`config.mk`:
```
export PLATFORM = sky130hd
export DESIGN_NAME = ctl_decoder
export DESIGN_NICKNAME = d
export VERILOG_FILES = /design/src/rtl/ctl_pkg.sv /design/src/rtl/ctl_main_dec.sv /design/src/rtl/ctl_alu_dec.sv /design/src/rtl/ctl_pc_sel.sv /design/src/rtl/ctl_decoder.sv
export SDC_FILE = /design/constraint.sdc
export NUM_CORES = 1
export LEC_CHECK = 0
export BUFFER_PORTS_ARGS = -buffer_cell sky130_fd_sc_hd__buf_4
export CAP_MARGIN = 20
export CORE_AREA = 8 8 45 47
export DETAILED_ROUTE_END_ITERATION = 10
export DIE_AREA = 0 0 53 55
export PLACE_DENSITY = 0.43
export SETUP_SLACK_MARGIN = 0.1
export SYNTH_ARGS = -nofsm -noshare
export SYNTH_HDL_FRONTEND = slang
export SYNTH_SLANG_ARGS = --single-unit
```
`constraint.sdc`:
```
create_clock -name vclk -period 1.7
set_clock_uncertainty 0.15 [all_clocks]
set_input_delay 0.085 -clock vclk [all_inputs]
set_output_delay 0.085 -clock vclk [all_outputs]
set_load 0.03 [all_outputs]
```
`src/rtl/ctl_pkg.sv`:
```
package ctl_pkg;
  localparam int OP_W    = 6;
  localparam int FN_W    = 6;
  localparam int CLASS_W = 2;
  localparam int ALUOP_W = 4;

  localparam logic [OP_W-1:0] OPC_RTYPE = 6'b000000;
  localparam logic [OP_W-1:0] OPC_LOAD  = 6'b100011;
  localparam logic [OP_W-1:0] OPC_STORE = 6'b101011;
  localparam logic [OP_W-1:0] OPC_BEQ   = 6'b000100;
  localparam logic [OP_W-1:0] OPC_ORI   = 6'b001101;

  typedef enum logic [CLASS_W-1:0] {
    CLS_MEM  = 2'b00,
    CLS_CMP  = 2'b01,
    CLS_REG  = 2'b10,
    CLS_OR   = 2'b11
  } alu_class_e;

  localparam logic [ALUOP_W-1:0] ALU_AND = 4'b0000;
  localparam logic [ALUOP_W-1:0] ALU_OR  = 4'b0001;
  localparam logic [ALUOP_W-1:0] ALU_ADD = 4'b0010;
  localparam logic [ALUOP_W-1:0] ALU_SUB = 4'b0110;
  localparam logic [ALUOP_W-1:0] ALU_SLT = 4'b0111;
  localparam logic [ALUOP_W-1:0] ALU_NOR = 4'b1100;

  typedef struct packed {
    logic       dst_is_rd;
    logic       alu_src_imm;
    logic       ext_sign;
    logic       wb_from_mem;
    logic       mem_wr;
    logic       reg_wr;
    logic       is_beq;
    alu_class_e alu_class;
  } main_ctl_t;
endpackage

```
`src/rtl/ctl_main_dec.sv`:
```
module ctl_main_dec
  import ctl_pkg::*;
(
  input  logic [OP_W-1:0] opcode_i,
  output main_ctl_t       ctl_o
);
  always_comb begin
    // unrecognized opcode: no writes, sequential PC
    ctl_o = '{dst_is_rd: 1'b1, alu_src_imm: 1'b1, ext_sign: 1'b1,
              wb_from_mem: 1'b0, mem_wr: 1'b0, reg_wr: 1'b0,
              is_beq: 1'b0, alu_class: CLS_MEM};
    unique case (opcode_i)
      OPC_RTYPE: begin
        ctl_o.alu_src_imm = 1'b0;
        ctl_o.reg_wr      = 1'b1;
        ctl_o.alu_class   = CLS_REG;
      end
      OPC_LOAD: begin
        ctl_o.dst_is_rd   = 1'b0;
        ctl_o.wb_from_mem = 1'b1;
        ctl_o.reg_wr      = 1'b1;
      end
      OPC_STORE: ctl_o.mem_wr = 1'b1;
      OPC_BEQ: begin
        ctl_o.is_beq    = 1'b1;
        ctl_o.alu_class = CLS_CMP;
      end
      OPC_ORI: begin
        ctl_o.dst_is_rd = 1'b0;
        ctl_o.ext_sign  = 1'b0;
        ctl_o.reg_wr    = 1'b1;
        ctl_o.alu_class = CLS_OR;
      end
      default: ;
    endcase
  end
endmodule

```
`src/rtl/ctl_alu_dec.sv`:
```
module ctl_alu_dec
  import ctl_pkg::*;
(
  input  alu_class_e         alu_class_i,
  input  logic [FN_W-1:0]    funct_i,
  output logic [ALUOP_W-1:0] alu_op_o
);
  logic [ALUOP_W-1:0] fn_op;

  always_comb begin
    unique case (funct_i)
      6'b100000, 6'b100001: fn_op = ALU_ADD;
      6'b100010, 6'b100011: fn_op = ALU_SUB;
      6'b100100:            fn_op = ALU_AND;
      6'b100101:            fn_op = ALU_OR;
      6'b101010:            fn_op = ALU_SLT;
      6'b100111:            fn_op = ALU_NOR;
      default:              fn_op = ALU_ADD;
    endcase
  end

  always_comb begin
    unique case (alu_class_i)
      CLS_REG: alu_op_o = fn_op;
      CLS_CMP: alu_op_o = ALU_SUB;
      CLS_OR:  alu_op_o = ALU_OR;
      default: alu_op_o = ALU_ADD;
    endcase
  end
endmodule

```
`src/rtl/ctl_pc_sel.sv`:
```
module ctl_pc_sel (
  input  logic is_beq_i,
  input  logic alu_eq_i,
  output logic take_branch_o
);
  assign take_branch_o = is_beq_i & alu_eq_i;
endmodule

```
`src/rtl/ctl_decoder.sv`:
```
module ctl_decoder
  import ctl_pkg::*;
(
  input  logic [5:0] opcode_i,
  input  logic [5:0] funct_i,
  input  logic       alu_eq_i,
  output logic       dst_is_rd_o,
  output logic       alu_src_imm_o,
  output logic       ext_sign_o,
  output logic       wb_from_mem_o,
  output logic       mem_wr_o,
  output logic       reg_wr_o,
  output logic       take_branch_o,
  output logic [1:0] alu_class_o,
  output logic [3:0] alu_op_o
);
  main_ctl_t main_ctl;

  ctl_main_dec u_main (
    .opcode_i (opcode_i),
    .ctl_o    (main_ctl)
  );

  ctl_alu_dec u_alu (
    .alu_class_i (main_ctl.alu_class),
    .funct_i     (funct_i),
    .alu_op_o    (alu_op_o)
  );

  ctl_pc_sel u_pc (
    .is_beq_i      (main_ctl.is_beq),
    .alu_eq_i      (alu_eq_i),
    .take_branch_o (take_branch_o)
  );

  assign dst_is_rd_o   = main_ctl.dst_is_rd;
  assign alu_src_imm_o = main_ctl.alu_src_imm;
  assign ext_sign_o    = main_ctl.ext_sign;
  assign wb_from_mem_o = main_ctl.wb_from_mem;
  assign mem_wr_o      = main_ctl.mem_wr;
  assign reg_wr_o      = main_ctl.reg_wr;
  assign alu_class_o   = main_ctl.alu_class;
endmodule

```
==> results.json <==
{
  "hp-start": "opcode_i[4]",
  "fin_area_sq_um": 413,
  "die-area_sq_um": 2920,
  "max-slew-margin-rel_pct": 82.2,
  "p_sw_share_pct": 49.3,
  "grt_pass1_vias": 324,
  "ios": 26,
  "p_clk_share_pct": 0,
  "n_antenna_cell": 0,
  "syn_avg_cell_area_sq_um": 6.38,
  "setup_viol": 0,
  "path_buf_inv": 2,
  "grt_pass1_wl_mm": 1.43,
  "cts_resized": 0,
  "dp_hpwl_um": 744,
  "pwr-share-comb_pct": 100.0,
  "crit_path_top_delay_cell": "o41a_1",
  "peakVddDrop_mv": 0.0403,
  "seq_area_frac_synth_pct": 0,
  "worst_ep_required_time_ns": 1.46,
  "fin_crit_sh_pct": 87.3,
  "first_pass_iters": 3,
  "placed_area_sq_um": 413,
  "synthAdderAreaFrac_pct": 0,
  "nFlopsAndLatches": 0,
  "p_per_area_nw_per_um2": 168,
  "synth_area_sq_um": 191,
  "port_buffers": 26,
  "cp-end-kind": "output port",
  "coreArea_sq_um": 1380,
  "hold_class": "in -> out",
  "grt_util_all_layers_pct": 5.89,
  "holdWs_ns": 0.329,
  "p_leak_uw": 0.000187,
  "intPower_uw": 35.1,
  "pwr-share-seq_pct": 0,
  "netlist.area_leader.share_pct": 7.84,
  "yosys.area.top_type": "nor3_1",
  "slew_violations": 0,
  "fmax_ghz": 0.674,
  "drt_drc_violations_left": 0,
  "hold_viol_final": 0,
  "initial_core_util_pct": 13.8,
  "worstPathMaxFanout": 4,
  "gp_congestion": 0.622,
  "n_clock_buffer": 0,
  "wl_per_cell_um": 11.7,
  "critPathLaunchType": "input pin",
  "rows": 14,
  "vias": 314,
  "crit_chain": "buf_4, nor4_2, nand3_1, o41a_1, buf_4",
  "drive_gt1_share_pct": 50.0,
  "switching_power_uw": 34.2,
  "synthMuxAreaShare_pct": 5.23,
  "synth_nets": 43,
  "synth-warning-count": 0,
  "die_h_um": 55,
  "netlist_instances": 30,
  "antenna_found_initial": 0,
  "crit_type": "in -> out",
  "grt_max_degree": 7,
  "synth-xor-area-share_pct": 4.58,
  "via_per_inst": 4.36,
  "initialDrtViolationCount": 3,
  "arrival_ns": 1.25,
  "setup_tns_ns": 0,
  "post-place-cells": 72,
  "utilization_pct": 29.8,
  "die_w_um": 53,
  "cp_common_cell": "buf_4",
  "fin_crit_ns": 1.48,
  "status": "finished, final reports clean",
  "worstMarginPinSlew_ns": 0.263,
  "max-cap-violations": 0,
  "cts_setup_buffers": 0,
  "cp_slowest_stage_delay_ns": 0.39,
  "startpoint": "opcode_i[1]",
  "synth_compound_gate_area_share_pct": 22.9,
  "hold_buffers": 0,
  "area_growth_syn_to_layout_pct": 116,
  "cp_top_family": "simple AND/OR/NAND/NOR gates",
  "yosys-top-cells-area": "nor3_1, nand2_1, a31oi_1, nor2b_1, nor4_2",
  "layout.cells.non_filler": 72,
  "synth_top_family_by_area": "simple AND/OR/NAND/NOR gates",
  "yosys.area_share.simple_pct": 65.4,
  "synth_cell_type_count": 22,
  "nNetsFinal": 71,
  "seq_area_sq_um": 0,
  "rsz0062_at_grt": "no",
  "ant_nets": 0,
  "grt_remaining_overflow": 0,
  "wl_um": 840
}
==> layer usage <==
metal | share of wire [%] | GRT usage, % | routed length [um]
met4 | 0 | 0 | 0
met2 | 41 | 9.38 | 347
met5 | 0 | 0 | 0
met3 | 13 | 2.14 | 108
met1 | 46 | 7.84 | 384
==> kinds of logic (layout without fill, tap and decap cells) <==
| kind of cell | after synthesis | after routing |
|---|---|---|
| compound gates | 6 | 6 |
| mux | 1 | 1 |
| xor+xnor | 1 | 1 |
| buf+inv | 1 | 27 |
| simple gates | 21 | 21 |
==> stage by stage <==
stage               worst slack, ns  total power (uW)
global placement              0.217              70.6
global route                  0.127              76.3
floorplan                     0.105              27.2
CTS                           0.200              70.0
detailed placement            0.201              69.7
finish                        0.216              69.3
==> cell usage in the layout, fill, tap and decap left out <==
master and count:
buf_4 26, nand2_1 4, nor3_1 3, nor2_1 2, nor4_2 2, nor2b_1 2, a31oi_1 2, nand4_1 1
xnor2_1 1, and3_1 1, inv_1 1, nand3_1 1, o41a_1 1, or2_1 1, or3_1 1, mux2i_1 1
nor4bb_1 1, o21ai_0 1, nand4b_1 1, o21a_1 1, o211ai_1 1, nor3b_1 1
==> worst min-delay path: cells and delay by family <==
| kind | cells | cell delay [ns] |
|---|---|---|
| buffers and inverters | 2 | 0.26 |
| and+or+nand+nor | 1 | 0.05 |
==> final timing paths <==
kind	slack, ns	endpoint	cells after the start
worst max-delay path	0.22	alu_op_o[1]	5
worst min-delay path	0.33	mem_wr_o	3
==> Yosys cell counts <==
| library cell | instances |
|---|---|
| inv_1 | 1 |
| nor2_1 | 2 |
| o21a_1 | 1 |
| o41a_1 | 1 |
| o211ai_1 | 1 |
| xnor2_1 | 1 |
| nor2b_1 | 2 |
| nand4b_1 | 1 |
| nor4bb_1 | 1 |
| nor4_2 | 1 |
| nand4_1 | 1 |
| nand2_1 | 4 |
| a31oi_1 | 2 |
| nor3_1 | 3 |
| or3_1 | 1 |
| nor3b_1 | 1 |
| or2_1 | 1 |
| o21ai_0 | 1 |
| mux2i_1 | 1 |
| nor4_1 | 1 |
| and3_1 | 1 |
| nand3_1 | 1 |
==> power by group through the flow <==
stage / sequential, uW / combinational (uW) / clock, uW
5_1_grt: 0 / 76.3 / 0
3_3_place_gp: 0 / 70.6 / 0
3_5_place_dp: 0 / 69.7 / 0
2_1_floorplan: 0 / 27.2 / 0
4_1_cts: 0 / 70.0 / 0
6_report: 0 / 69.3 / 0
==> area by class of cell <==
type	instances	area, sq um
fill	161	971
inverter	1	3.75
multi-input combinational	29	194
tap	16	20.0
timing repair buffer	26	195
Note: power is estimated with default switching activity, not from simulation.
